[config.mk]
export PLATFORM = sky130hd
export DESIGN_NAME = tslot_alloc
export DESIGN_NICKNAME = d
export VERILOG_FILES = /design/src/rtl/tslot_pkg.sv /design/src/rtl/tslot_table.sv /design/src/rtl/tslot_search.sv /design/src/rtl/tslot_act.sv /design/src/rtl/tslot_alloc.sv
export SDC_FILE = /design/constraint.sdc
export NUM_CORES = 1
export LEC_CHECK = 0
export BUFFER_PORTS_ARGS = -buffer_cell sky130_fd_sc_hd__clkbuf_2
export CORE_MARGIN = 2
export CORE_UTILIZATION = 60
export DETAILED_ROUTE_END_ITERATION = 16
export PLACE_DENSITY_LB_ADDON = 0.3
export SETUP_SLACK_MARGIN = 0.1
export SLEW_MARGIN = 30
export SYNTH_ARGS = -nofsm -noshare
export SYNTH_HDL_FRONTEND = slang
export SYNTH_HIERARCHICAL = 1
export SYNTH_SLANG_ARGS = --single-unit
[constraint.sdc]
create_clock -name clk -period 8.83 [get_ports clk]
set_input_delay 0 -clock clk [delete_from_list [all_inputs] [get_ports clk]]
set_output_delay 0 -clock clk [all_outputs]
set_load 0.05 [all_outputs]
[src/rtl/tslot_pkg.sv]
package tslot_pkg;

    // result of the most recent request
    typedef enum logic [1:0] {
        FAIL_NONE   = 2'd0,
        FAIL_NOFREE = 2'd1,
        FAIL_SMALL  = 2'd2
    } fail_e;

    // sequencer states
    typedef enum logic [2:0] {
        ST_IDLE = 3'd0,
        ST_PICK = 3'd1,
        ST_EVAL = 3'd2,
        ST_CLR  = 3'd3,
        ST_UPD  = 3'd4,
        ST_ACT  = 3'd5,
        ST_DONE = 3'd6
    } state_e;

    // bit positions of the far-end status word
    localparam int STAT_UPD_BIT = 0;
    localparam int STAT_ACT_BIT = 1;

endpackage

[src/rtl/tslot_table.sv]
module tslot_table #(
    parameter int NUM_SLOTS = 64,
    parameter int VC_W      = 4,
    parameter int SLOT_W    = 6,
    parameter int CNT_W     = 7
) (
    input  logic                 clk,
    input  logic                 rst,
    input  logic                 clr,
    input  logic                 fill,
    input  logic [SLOT_W-1:0]    fill_start,
    input  logic [CNT_W-1:0]     fill_cnt,
    input  logic [VC_W-1:0]      fill_vc,
    input  logic [SLOT_W-1:0]    rd_slot,
    output logic [VC_W-1:0]      rd_vc,
    output logic [NUM_SLOTS-1:0] free_vec
);
    localparam int SUM_W = CNT_W + 1;

    logic [VC_W-1:0]  ent [NUM_SLOTS];
    logic [SUM_W-1:0] run_lo;
    logic [SUM_W-1:0] run_hi;

    assign run_lo = SUM_W'(fill_start);
    assign run_hi = SUM_W'(fill_start) + SUM_W'(fill_cnt);

    for (genvar s = 0; s < NUM_SLOTS; s++) begin : g_slot
        if (s == 0) begin : g_rsvd
            // reserved slot: permanently unowned and never offered
            assign ent[s]      = '0;
            assign free_vec[s] = 1'b0;
        end else begin : g_live
            logic [VC_W-1:0] q;
            logic            hit;
            assign hit = (SUM_W'(s) >= run_lo) && (SUM_W'(s) < run_hi);
            always_ff @(posedge clk) begin
                if (rst || clr) begin
                    q <= '0;
                end else if (fill && hit) begin
                    q <= fill_vc;
                end
            end
            assign ent[s]      = q;
            assign free_vec[s] = (q == '0);
        end
    end

    assign rd_vc = ent[rd_slot];

endmodule

[src/rtl/tslot_search.sv]
module tslot_search #(
    parameter int NUM_SLOTS = 64,
    parameter int SLOT_W    = 6
) (
    input  logic [NUM_SLOTS-1:0] free_vec,
    output logic                 any_free,
    output logic [SLOT_W-1:0]    first_free
);
    // lowest set bit wins: scan downward so the last hit is the lowest
    always_comb begin
        first_free = '0;
        for (int i = NUM_SLOTS - 1; i >= 0; i--) begin
            if (free_vec[i]) begin
                first_free = SLOT_W'(i);
            end
        end
    end

    assign any_free = |free_vec;

endmodule

[src/rtl/tslot_act.sv]
module tslot_act (
    input  logic clk,
    input  logic rst,
    input  logic go,
    input  logic ack,
    output logic act_req,
    output logic fin
);
    always_ff @(posedge clk) begin
        if (rst) begin
            act_req <= 1'b0;
        end else if (go) begin
            act_req <= 1'b1;
        end else if (act_req && ack) begin
            act_req <= 1'b0;
        end
    end

    assign fin = act_req && ack;

endmodule

[src/rtl/tslot_alloc.sv]
module tslot_alloc
    import tslot_pkg::*;
#(
    parameter int NUM_SLOTS = 64,
    parameter int VC_W      = 4,
    parameter int NSTREAM   = 4,
    localparam int SLOT_W   = $clog2(NUM_SLOTS),
    localparam int CNT_W    = SLOT_W + 1
) (
    input  logic                      clk,
    input  logic                      rst,
    input  logic                      alloc_req,
    input  logic [VC_W-1:0]           alloc_vc,
    input  logic [CNT_W-1:0]          alloc_cnt,
    input  logic                      batch_req,
    input  logic [NSTREAM-1:0]        strm_en,
    input  logic [NSTREAM*CNT_W-1:0]  strm_cnt,
    input  logic                      clr_req,
    input  logic [1:0]                peer_stat,
    input  logic [SLOT_W-1:0]         rd_slot,
    output logic                      busy,
    output logic                      done,
    output logic [1:0]                fail_code,
    output logic [SLOT_W-1:0]         start_slot,
    output logic [NSTREAM*SLOT_W-1:0] strm_start,
    output logic                      act_req,
    output logic [VC_W-1:0]           rd_vc
);
    localparam int IDX_W = (NSTREAM > 1) ? $clog2(NSTREAM) : 1;
    localparam int SUM_W = CNT_W + 1;

    state_e             state_q;
    fail_e              fail_q;
    logic [NSTREAM-1:0] pend_q;
    logic [VC_W-1:0]    vc_q    [NSTREAM];
    logic [CNT_W-1:0]   cnt_q   [NSTREAM];
    logic [SLOT_W-1:0]  sstart_q[NSTREAM];
    logic [IDX_W-1:0]   cur_q;
    logic               single_q;
    logic [SLOT_W-1:0]  start_q;

    logic [NUM_SLOTS-1:0] free_vec;
    logic                 any_free;
    logic [SLOT_W-1:0]    first_free;
    logic [IDX_W-1:0]     pick_idx;
    logic [CNT_W-1:0]     cur_cnt;
    logic [VC_W-1:0]      cur_vc;
    logic [SUM_W-1:0]     room;
    logic                 too_small;
    logic                 fill_en;
    logic                 clr_en;
    logic                 act_go;
    logic                 act_fin;

    // lowest pending stream goes first
    always_comb begin
        pick_idx = '0;
        for (int i = NSTREAM - 1; i >= 0; i--) begin
            if (pend_q[i]) begin
                pick_idx = IDX_W'(i);
            end
        end
    end

    assign cur_cnt   = cnt_q[cur_q];
    assign cur_vc    = vc_q[cur_q];
    assign room      = SUM_W'(NUM_SLOTS) - SUM_W'(first_free);
    assign too_small = SUM_W'(cur_cnt) > room;
    assign fill_en   = (state_q == ST_EVAL) && any_free && !too_small;
    assign clr_en    = (state_q == ST_CLR);
    assign act_go    = (state_q == ST_UPD) && peer_stat[STAT_UPD_BIT];

    tslot_table #(
        .NUM_SLOTS (NUM_SLOTS),
        .VC_W      (VC_W),
        .SLOT_W    (SLOT_W),
        .CNT_W     (CNT_W)
    ) u_table (
        .clk        (clk),
        .rst        (rst),
        .clr        (clr_en),
        .fill       (fill_en),
        .fill_start (first_free),
        .fill_cnt   (cur_cnt),
        .fill_vc    (cur_vc),
        .rd_slot    (rd_slot),
        .rd_vc      (rd_vc),
        .free_vec   (free_vec)
    );

    tslot_search #(
        .NUM_SLOTS (NUM_SLOTS),
        .SLOT_W    (SLOT_W)
    ) u_search (
        .free_vec   (free_vec),
        .any_free   (any_free),
        .first_free (first_free)
    );

    tslot_act u_act (
        .clk     (clk),
        .rst     (rst),
        .go      (act_go),
        .ack     (peer_stat[STAT_ACT_BIT]),
        .act_req (act_req),
        .fin     (act_fin)
    );

    always_ff @(posedge clk) begin
        if (rst) begin
            state_q  <= ST_IDLE;
            fail_q   <= FAIL_NONE;
            pend_q   <= '0;
            cur_q    <= '0;
            single_q <= 1'b0;
            start_q  <= '0;
            for (int i = 0; i < NSTREAM; i++) begin
                vc_q[i]     <= '0;
                cnt_q[i]    <= '0;
                sstart_q[i] <= '0;
            end
        end else begin
            unique case (state_q)
                ST_IDLE: begin
                    if (clr_req) begin
                        fail_q  <= FAIL_NONE;
                        state_q <= ST_CLR;
                    end else if (batch_req) begin
                        fail_q   <= FAIL_NONE;
                        single_q <= 1'b0;
                        pend_q   <= strm_en;
                        for (int i = 0; i < NSTREAM; i++) begin
                            vc_q[i]  <= VC_W'(i + 1);
                            cnt_q[i] <= strm_cnt[i*CNT_W +: CNT_W];
                        end
                        state_q <= ST_PICK;
                    end else if (alloc_req) begin
                        fail_q   <= FAIL_NONE;
                        single_q <= 1'b1;
                        pend_q   <= NSTREAM'(1);
                        vc_q[0]  <= alloc_vc;
                        cnt_q[0] <= alloc_cnt;
                        state_q  <= ST_PICK;
                    end
                end
                ST_PICK: begin
                    if (pend_q == '0) begin
                        state_q <= ST_UPD;
                    end else begin
                        cur_q            <= pick_idx;
                        pend_q[pick_idx] <= 1'b0;
                        state_q          <= ST_EVAL;
                    end
                end
                ST_EVAL: begin
                    if (!any_free) begin
                        fail_q  <= FAIL_NOFREE;
                        start_q <= '0;
                        state_q <= ST_DONE;
                    end else if (too_small) begin
                        fail_q  <= FAIL_SMALL;
                        start_q <= first_free;
                        state_q <= ST_DONE;
                    end else begin
                        start_q <= first_free;
                        if (!single_q) begin
                            sstart_q[cur_q] <= first_free;
                        end
                        state_q <= ST_PICK;
                    end
                end
                ST_CLR: begin
                    state_q <= ST_UPD;
                end
                ST_UPD: begin
                    if (peer_stat[STAT_UPD_BIT]) begin
                        state_q <= ST_ACT;
                    end
                end
                ST_ACT: begin
                    if (act_fin) begin
                        state_q <= ST_DONE;
                    end
                end
                ST_DONE: begin
                    state_q <= ST_IDLE;
                end
                default: begin
                    state_q <= ST_IDLE;
                end
            endcase
        end
    end

    for (genvar i = 0; i < NSTREAM; i++) begin : g_sout
        assign strm_start[i*SLOT_W +: SLOT_W] = sstart_q[i];
    end

    assign busy       = (state_q != ST_IDLE);
    assign done       = (state_q == ST_DONE);
    assign fail_code  = fail_q;
    assign start_slot = start_q;

endmodule

# Word-level counts from Yosys, hierarchy flattened
# Memories as Yosys holds them, arrays and structs flattened. A register that Yosys moved wholly into a read port is not among the register bits.
# Cells that the tools add are included.
# Widths: inputs -> output; s select.
[word_totals] regBits=271 mem_bits_rw=68 output_inout_bits=39 n_memories=3
[memory_table] memory="cnt_q" words=4 word_bits=7 rd=1 rd_ports_with_merged_regs=1 wr=4 line="tslot_alloc.sv:36" source="logic [CNT_W-1:0] cnt_q [NSTREAM];"
[memory_table] memory="sstart_q" words=4 word_bits=6 rd=4 rd_ports_with_merged_regs=0 wr=4 line="tslot_alloc.sv:37" source="logic [SLOT_W-1:0] sstart_q[NSTREAM];"
[memory_table] memory="vc_q" words=4 word_bits=4 rd=1 rd_ports_with_merged_regs=1 wr=4 line="tslot_alloc.sv:35" source="logic [VC_W-1:0] vc_q [NSTREAM];"
[classes] addsub=2 n_lt_le_gt_ge=130 eq_ne=13 mux=133 bitwise=15 n_reduce_logical=210
[op_table] operator="$mux 6" count=65
[op_table] operator="$logic_not 4->1" count=64
[op_table] operator="$lt 6x8->1 const A" count=32
[op_table] operator="$ge 6x6->1 const A" count=32
[op_table] operator="$logic_and 1x1->1" count=131
[op_table] operator="$lt 5x8->1 const A" count=16
[op_table] operator="$ge 5x6->1 const A" count=16
[op_table] operator="$lt 4x8->1 const A" count=8
[op_table] operator="$reduce_or 63->1" count=1
[op_table] operator="$ge 4x6->1 const A" count=8
[op_table] operator="$mux 4" count=11
[op_table] operator="$mux 7" count=5
[op_table] operator="$lt 3x8->1 const A" count=4
[op_table] operator="$mux 2" count=14
[op_table] operator="$mux 1" count=25
[op_table] operator="$bmux 4 s6" count=1
[op_table] operator="$ge 3x6->1 const A" count=4
[op_table] operator="$mux 3" count=8
[op_table] operator="$pmux 3 s6" count=1
[op_table] operator="$lt 2x8->1 const A" count=2
[op_table] operator="$ge 2x6->1 const A" count=2
[op_table] operator="$or 1x1->1" count=10
[op_table] operator="$eq 3x3->1 const B" count=3
[op_table] operator="$reduce_and 3->1" count=3
[op_table] operator="other kinds (28)" count=37

# Longest topological paths before layout
# Gate-level depths: netlist of run 1.
[logic_depth] word_depth=73 ltp_mapped=23

# Hierarchy
# Netlist of run 1, hierarchy kept.
[modules_own_cells] module="tslot_table" n_inst=1 cells_per_inst=1392 area_each_um2=13339.0
[modules_own_cells] module="tslot_alloc" n_inst=1 cells_per_inst=310 area_each_um2=3554.7
[modules_own_cells] module="tslot_search" n_inst=1 cells_per_inst=145 area_each_um2=887.1
[modules_own_cells] module="tslot_act" n_inst=1 cells_per_inst=5 area_each_um2=46.3

# Worst setup path after synthesis of run 1
# No wires, ideal clock.
[synth_path] kind="register to register" from="register u_table.g_slot[59].g_live.q[3]" to="register u_table.g_slot[21].g_live.q[0]" setup_time_ps=132 arrival_time_ps=5404 t_required_ps=8698 slack_ps=3294 stages_incl_launch_ff=21 path_buffers=2 period_less_slack_ps=5536 path_cell_list="dfxtp_1 nor4_1 inv_1 a221oi_1 o211ai_1 o211a_1 o311ai_1 nor3_1 nor3b_1 xor2_1 ha_1 nand3_1 o211ai_1 o21bai_1 nand2_2 inv_2 clkbuf_1 nor2b_1 buf_1 o221ai_2 mux2i_1"
[synth_via] elab_chain_cells=65
[synth_rtl] element="from (decl)" line="tslot_table.sv:33" source="logic [VC_W-1:0] q;"
[synth_rtl] element="from (signal assigned)" line="tslot_table.sv:40" source="q <= fill_vc;"
[synth_rtl] element="$logic_not 4->1" line="tslot_table.sv:44" source="assign free_vec[s] = (q == '0);"
[synth_rtl] element="named net free_vec[59]" line="tslot_alloc.sv:42" source="logic [NUM_SLOTS-1:0] free_vec;"
[synth_rtl] element="$mux 6 (59 in a row)" line="tslot_search.sv:13" source="if (free_vec[i]) begin"
[synth_rtl] element="named net first_free[0]" line="tslot_alloc.sv:44" source="logic [SLOT_W-1:0] first_free;"
[synth_rtl] element="$sub 7x6->8" line="tslot_alloc.sv:67" source="assign room = SUM_W'(NUM_SLOTS) - SUM_W'(first_free);"
[synth_rtl] element="$gt 7x8->1" line="tslot_alloc.sv:68" source="assign too_small = SUM_W'(cur_cnt) > room;"
[synth_rtl] element="$logic_not 1->1" line="tslot_alloc.sv:69" source="assign fill_en = (state_q == ST_EVAL) && any_free && !too_small;"
[synth_rtl] element="$logic_and 1x1->1" line="tslot_alloc.sv:69"
[synth_rtl] element="named net fill_en" line="tslot_alloc.sv:50" source="logic fill_en;"
[synth_rtl] element="$logic_and 1x1->1" line="tslot_table.sv:39" source="end else if (fill && hit) begin"
[synth_rtl] element="to (signal assigned)" line="tslot_table.sv:40"
[synth_rtl] element="to (decl)" line="tslot_table.sv:33"
# The timed path passes the listed nets, and every way through them passes these cells.
# A chain may end at the register's enable or synchronous reset.

# Worst setup path after layout of run 1
[layout_path] from="register u_table.g_slot[26].g_live.q[3]" to="register u_table.g_slot[4].g_live.q[3]"
[layout_via] elab_chain_cells=32
[layout_rtl] element="from (decl)" line="tslot_table.sv:33"
[layout_rtl] element="from (signal assigned)" line="tslot_table.sv:40"
[layout_rtl] element="$logic_not 4->1" line="tslot_table.sv:44"
[layout_rtl] element="named net free_vec[26]" line="tslot_alloc.sv:42"
[layout_rtl] element="$mux 6 (26 in a row)" line="tslot_search.sv:13"
[layout_rtl] element="named net first_free[1]" line="tslot_alloc.sv:44"
[layout_rtl] element="$sub 7x6->8" line="tslot_alloc.sv:67"
[layout_rtl] element="$gt 7x8->1" line="tslot_alloc.sv:68"
[layout_rtl] element="$logic_not 1->1" line="tslot_alloc.sv:69"
[layout_rtl] element="$logic_and 1x1->1" line="tslot_alloc.sv:69"
[layout_rtl] element="named net fill_en" line="tslot_alloc.sv:50"
[layout_rtl] element="$logic_and 1x1->1" line="tslot_table.sv:39"
[layout_rtl] element="to (signal assigned)" line="tslot_table.sv:40"
[layout_rtl] element="to (decl)" line="tslot_table.sv:33"
# The timed path passes the listed nets, and every way through them passes these cells.

==> results.sh, run 1 <==
export IMPL_insertion_delay_ps=530
export IMPL_ys_top_cells_by_area="dfxtp_1 31%, mux4_2 10%, edfxtp_1 8.9%"
export IMPL_multiInputGateArea_um2=10100
export IMPL_drv_slew=0
export IMPL_synthArstFlopShare=0
export IMPL_period_minus_slack_ps=7290
export IMPL_crit_path_top_delay_cell="nor4_1"
export IMPL_pin_count=95
export IMPL_worst_setup_path_end_kind="flop"
export IMPL_worst_path_buf_inv=2
export IMPL_r2r_start="u_table/g_slot[26].g_live.q[3]"
export IMPL_path_clk_slew_ps=60
export IMPL_antenna_cells=0
export IMPL_grt_usage=0.357
export IMPL_ant_nets=0
export IMPL_cts_buffers=36
export IMPL_cp_max_fo=21
export IMPL_seqCellArea_um2=7160
export IMPL_critPathKind="reg2reg"
export IMPL_finalHoldViolations=0
export IMPL_syn_area_um2=17800
export IMPL_layout_commonest_cell="dfxtp_1"
export IMPL_rsz0062_at_grt="false"
export IMPL_path_delay_family="compound AO/OA/AOI/OAI gates"
export IMPL_setup_viol=0
export IMPL_vias=16000
export IMPL_crit_path_max_incr_delay_ps=890
export IMPL_grt_max_degree=216
export IMPL_worst_slew_pin_slew_ps=1110
export IMPL_cts_max_path_buffers=3
export IMPL_powerDensity_nw_per_um2=218
export IMPL_hold_path_class="in2reg"
export IMPL_top_usage_layer="met2"
export IMPL_portBuffers=94
export IMPL_syn_num_nets=1923
export IMPL_crit_cells=21
export IMPL_cp_endpoint="u_table/g_slot[4].g_live.q[3]"
export IMPL_floorplan_die_area_um2=31100
export IMPL_cts_tree="built"
export IMPL_yosysSeqAreaShare=0.401
export IMPL_place_congestion=1.04
export IMPL_grt_overflow=0
export IMPL_yosysWarningCount=6
export IMPL_slew_headroom=0.258
export IMPL_fillCellCount=2263
export IMPL_numClockSinks=331
export IMPL_fin_total_pwr_uw=4420
export IMPL_ys_types=102
export IMPL_yosysTopAreaCellShare=0.312
export IMPL_path_cells="nor4_1 > o31ai_1 > a2111oi_0 > o21a_1 > o31a_1 > inv_1 > ha_1 > nand2_1 > or3_1 > ha_1 > a21oi_1 > o211ai_1 > o21bai_1 > nand2_2 > inv_2 > nor2b_2 > nand2_1 > nor2_1 > o311a_1 > nand3_1 > o21ai_1"
export IMPL_yosysTopAreaCell="dfxtp_1"
export IMPL_drive_gt1_frac=0.174
export IMPL_mostFrequentLayoutCells="278 x dfxtp_1, 242 x nand2_1, 153 x mux2i_1"
export IMPL_syn2layout_area_growth_pct=13.6
export IMPL_whs_ps=40.8
export IMPL_wire_per_inst_um=24.0
export IMPL_grt_pass1_vias=15500
export IMPL_h_tree_depth=2
export IMPL_drtIter0Drc=2180
export IMPL_coreArea_um2=29500
export IMPL_setup_tns_ps=0
export IMPL_antenna_found_initial=0
export IMPL_routed_via_density=6.82
export IMPL_reg2reg_depth=21
export IMPL_grt_first_pass_wirelength_mm=86.5
export IMPL_drc=0
export IMPL_avgSynthCellArea_um2=9.63
export IMPL_clock_skew_ps=21.8
export IMPL_r2r_end="u_table/g_slot[4].g_live.q[3]"
export IMPL_wl_mm=56.3
export IMPL_ys_seq_elements=331
export IMPL_timing_fmax_mhz=137
export IMPL_syn_instance_count=1852
export IMPL_irDropWorstVdd_mv=0.181
export IMPL_crit_required_ps=9280
export IMPL_synth_edf_count=53
export IMPL_die_x_um=176
export IMPL_dpl_hpwl_mm=38.3
export IMPL_firstDrtPassIters=6
export IMPL_worst_endpoint_arrival_ps=7740
export IMPL_leakage_uw=0.00785
export IMPL_cts_root_buf="clkbuf_16"
export IMPL_met2_usage=0.554
export IMPL_met3_usage=0.0945
export IMPL_start_kind="flop"
export IMPL_num_rows=63
export IMPL_regToRegSetupSlack_ps=1540
export IMPL_initial_core_util=0.605
export IMPL_critPathLaunch="u_table/g_slot[26].g_live.q[3]"
export IMPL_synth_ff_type="dfxtp_1"
export IMPL_fp_dieH_um=176
export IMPL_outcome="finished clean"
export IMPL_met1_usage=0.481
export IMPL_drv_cap=0
export IMPL_fin_nets=2008
export IMPL_period_share=0.826
==> worst min path at each step <==
stage,from,end,slack [ps],cells past startpoint
2_1_floorplan,rst,u_act/act_req,60,1
3_3_place_gp,strm_en[3],pend_q[3],200,3
3_5_place_dp,strm_en[3],pend_q[3],210,3
4_1_cts,rst,vc_q[0][2],30,2
5_1_grt,rst,vc_q[0][1],70,2
6_report,rst,pend_q[0],40,2
==> sequential cells by signal, indices dropped and copies added (netlist names), named ones only <==
signal,cells
fail_code,2
pend_q,4
vc_q,6
u_act/act_req,1
single_q,1
state_q,3
cnt_q,28
cur_q,2
u_table/g_slot.g_live.q,252
start_slot,6
sstart_q,24
==> per-layer routing <==
| metal | routed length (um) | up-vias |
|---|---|---|
| met2 | 25700 | 984 |
| met1 | 22100 | 7750 |
| met3 | 6470 | 185 |
| met4 | 2080 | 0 |
| li1 | - | 7107 |
| met5 | 0 | - |
==> timing repair <==
item / 4_1_cts / 5_1_grt
resized for setup: 0 / 0
hold buffers: 54 / 0
buffers inserted: 0 / 0
endpoints found under the hold margin: 41 / 0
==> cell families (layout without fill, tap and decap cells) <==
group / Yosys count / count (layout) / share of synthesized area
other: 1 / 1 / 0.000210
multiplexers: 240 / 240 / 0.193
adder cells (fa/ha/maj): 15 / 15 / 0.0109
AO/OA/AOI/OAI: 413 / 413 / 0.160
XOR/XNOR: 7 / 7 / 0.00386
AND/OR/NAND/NOR: 689 / 689 / 0.194
flip-flops: 331 / 331 / 0.401
buffers and inverters: 156 / 264 / 0.0366
==> Yosys cell counts (6+ instances only) <==
cell,n
dfxtp_1,278
nand2_1,243
mux2i_1,153
nand3_1,120
a21oi_1,116
o21ai_0,112
nor2_1,90
mux4_2,83
clkbuf_1,81
nor4_1,80
edfxtp_1,53
and2_1,36
o21ai_1,35
inv_1,28
nor3_1,27
buf_2,26
or3_1,19
a22o_1,16
ha_1,14
nand2b_1,12
nor2b_1,12
buf_1,11
o21a_1,10
a21o_1,8
o221ai_1,8
a31oi_1,7
o2111ai_2,7
a211oi_1,6
o211ai_1,6
==> power by group <==
group          internal [uW]  switching, uW  total, uW
Clock                    860            613       1470
Combinational            377            906       1280
Sequential              1610           62.0       1670
==> worst register-to-register path, delay by kind of cell, from the launching register on <==
family | cells | cell delay (ps)
adders and majority gates | 2 | 490
DFF | 1 | 320
and+or+nand+nor | 8 | 2760
AOI/OAI and AO/OA | 9 | 3160
buffers and inverters | 2 | 500
==> layout make-up <==
type | instances | share of cell area
multi-input cells | 1365 | 0.501
flip-flops and latches | 331 | 0.353
repair buffers | 172 | 0.0599
clock buffers | 47 | 0.0495
well taps | 390 | 0.0241
clock inverters | 14 | 0.00661
inverters | 31 | 0.00574
==> per-stage QoR <==
| stage | area, um^2 | utilization | setup WS, ps | instances |
|---|---|---|---|---|
| 6_report | 20300 | 0.687 | 1540 | 2350 |
| 5_1_grt | 20300 | 0.687 | 1150 | 2350 |
| 4_1_cts | 20200 | 0.685 | 1880 | 2350 |
| 3_5_place_dp | 18500 | 0.628 | 1880 | 2235 |
| 3_3_place_gp | 18500 | 0.627 | 1970 | 2235 |
| 2_1_floorplan | 17800 | - | 3290 | 1852 |
Note: power is estimated with default switching activity, not from simulation.
==> inputs of run 2 (changes only) <==
--- a/config.mk
+++ b/config.mk
@@ -7,7 +7,7 @@
 export LEC_CHECK = 0
 export BUFFER_PORTS_ARGS = -buffer_cell sky130_fd_sc_hd__clkbuf_2
 export CORE_MARGIN = 2
-export CORE_UTILIZATION = 60
+export CORE_UTILIZATION = 56
 export DETAILED_ROUTE_END_ITERATION = 16
 export PLACE_DENSITY_LB_ADDON = 0.3
 export SETUP_SLACK_MARGIN = 0.1
==> constraint.sdc (replaced) <==
create_clock -name clk -period 6.1 [get_ports clk]
set_input_delay 0 -clock clk [delete_from_list [all_inputs] [get_ports clk]]
set_output_delay 0 -clock clk [all_outputs]
set_load 0.05 [all_outputs]
==> results.sh, run 2 (same netlist as run 1, synthesis figures left out) <==
export IMPL_outcome="finished clean"
export IMPL_rsz0062_at_grt="false"
export IMPL_fp_dieH_um=182
export IMPL_place_ws_ps=370
export IMPL_place_congestion=1.05
export IMPL_crit_required_ps=6540
export IMPL_start_kind="flop"
export IMPL_drv_cap=0
export IMPL_design_area_um2=20600
export IMPL_layout_commonest_cell="dfxtp_1"
export IMPL_reg2reg_depth=13
export IMPL_largest_registers="u_table/g_slot.g_live.q (252), cnt_q (28), sstart_q (24)"
export IMPL_finalWorstSetupSlack_ps=325
export IMPL_drc=0
export IMPL_finalHoldViolations=0
export IMPL_path_clk_slew_ps=60
export IMPL_worst_slew_pin_slew_ps=1090
export IMPL_grt_max_degree=207
export IMPL_h_tree_depth=2
export IMPL_period_minus_slack_ps=5780
export IMPL_setup_viol=0
export IMPL_largest_reg_flops=252
export IMPL_hold_depth=2
export IMPL_cts_max_path_buffers=3
export IMPL_numClockSinks=331
export IMPL_cts_setup_buffers=0
export IMPL_worst_setup_path_end_kind="flop"
export IMPL_timing_fmax_mhz=173
export IMPL_irDropWorstVdd_mv=0.230
export IMPL_firstDrtPassIters=6
export IMPL_r2r_start="u_table/g_slot[11].g_live.q[3]"
export IMPL_grt_usage=0.339
export IMPL_cp_max_fo=13
export IMPL_floorplan_die_area_um2=33300
export IMPL_slew_headroom=0.268
export IMPL_hold_path_startpoint="rst"
export IMPL_hold_path_class="in2reg"
export IMPL_wire_per_inst_um=23.8
export IMPL_critPathLaunch="u_table/g_slot[11].g_live.q[3]"
export IMPL_drtIter0Drc=1848
export IMPL_period_share=0.947
export IMPL_drv_slew=0
export IMPL_grt_overflow=0
export IMPL_vias=16100
export IMPL_pin_count=95
export IMPL_ant_nets=0
export IMPL_wl_mm=57.1
export IMPL_mostFrequentLayoutCells="278 x dfxtp_1, 243 x nand2_1, 153 x mux2i_1"
export IMPL_leakage_uw=0.00801
export IMPL_portBuffers=94
export IMPL_syn2layout_area_growth_pct=15.4
export IMPL_initial_core_util=0.566
export IMPL_fin_nets=2037
export IMPL_cts_tree="built"
export IMPL_clock_skew_ps=20.4
export IMPL_powerDensity_nw_per_um2=321
export IMPL_worst_endpoint_arrival_ps=6220
export IMPL_regToRegSetupSlack_ps=320
export IMPL_cts_root_buf="clkbuf_16"
export IMPL_min_to="vc_q[0][3]"
export IMPL_grt_pass1_vias=15300
export IMPL_num_rows=65
export IMPL_dpl_hpwl_mm=40.3
export IMPL_critPathKind="reg2reg"
export IMPL_drive_gt1_frac=0.185
export IMPL_die_x_um=182
export IMPL_r2r_end="u_table/g_slot[21].g_live.q[2]"
export IMPL_insertion_delay_ps=530
export IMPL_regMostFlops="u_table/g_slot.g_live.q"
export IMPL_setup_tns_ps=0
export IMPL_cts_buffers=37
export IMPL_grt_first_pass_wirelength_mm=87.8
export IMPL_place_area_um2=18700
export IMPL_antenna_found_initial=1
export IMPL_coreArea_um2=31500
export IMPL_routed_via_density=6.70
-- run 2: changes by cell type in the layout (fill, tap and decap cells not counted), sizes merged --
cell / delta
bufinv: +1
clkbuf: +8
clkinvlp: -2
diode: +1
clkinv: +1
inv: -2
buf: +28
-- run 2: per-stage QoR --
| stage | hold WS, ps | util | power, uW | instances |
|---|---|---|---|---|
| global placement | 216 | 0.595 | 4220 | 2275 |
| finish | 60.0 | 0.653 | 6600 | 2397 |
| global route | 108 | 0.653 | 6820 | 2397 |
| CTS | 47.4 | 0.651 | 6550 | 2396 |
| floorplan | 62.4 | - | 3750 | 1852 |
| detailed placement | 220 | 0.595 | 4250 | 2275 |
-- run 2: routing by layer --
metal,global-route usage,part of all wire,vias up
met4,0.149,0.046,0
met2,0.529,0.45,931
met5,0,0,-
met3,0.0682,0.10,194
li1,-,-,7180
met1,0.459,0.40,7745
-- run 2: how the worst max path moves through the flow --
stage	to	slack (ps)	depth (start not counted)
floorplan	u_table/g_slot[21].g_live.q[0]	560	20
global placement	u_table/g_slot[26].g_live.q[1]	540	14
detailed placement	u_table/g_slot[11].g_live.q[3]	370	22
CTS	u_table/g_slot[11].g_live.q[3]	340	22
global route	u_table/g_slot[4].g_live.q[0]	140	21
finish	u_table/g_slot[21].g_live.q[2]	320	13
-- run 2: power breakdown --
part	switching, uW	total (uW)	internal (uW)
sequential	89.2	2410	2330
clock	898	2270	1370
combinational	1340	1920	580
-- run 2: what timing repair did --
item	4_1_cts	5_1_grt
resized for setup	0	10
hold endpoints to repair	41	0
endpoints found under the setup margin	0	41
hold buffers	54	0
-- run 2: worst max-delay path, stage by stage, from the launching register on --
cell and delay, ps:
dfxtp_1 370, nor4_1 90, buf_4 160, nor4_1 730, nor2b_2 310, nand3_1 160
nor4_2 790, ha_1 420, nor3b_1 180, a311o_1 370, nor3_2 670, nand2_2 550
o221ai_2 590, mux2i_1 290
-- run 2: area by class of cell --
class	count	area, um^2
Antenna cell	1	2.50
Clock buffer	55	1100
Clock inverter	12	135
Fill cell	2490	10900
Inverter	31	116
Multi-Input combinational cell	1365	10100
Sequential cell	331	7160
Tap cell	402	503
Timing Repair Buffer	200	1420
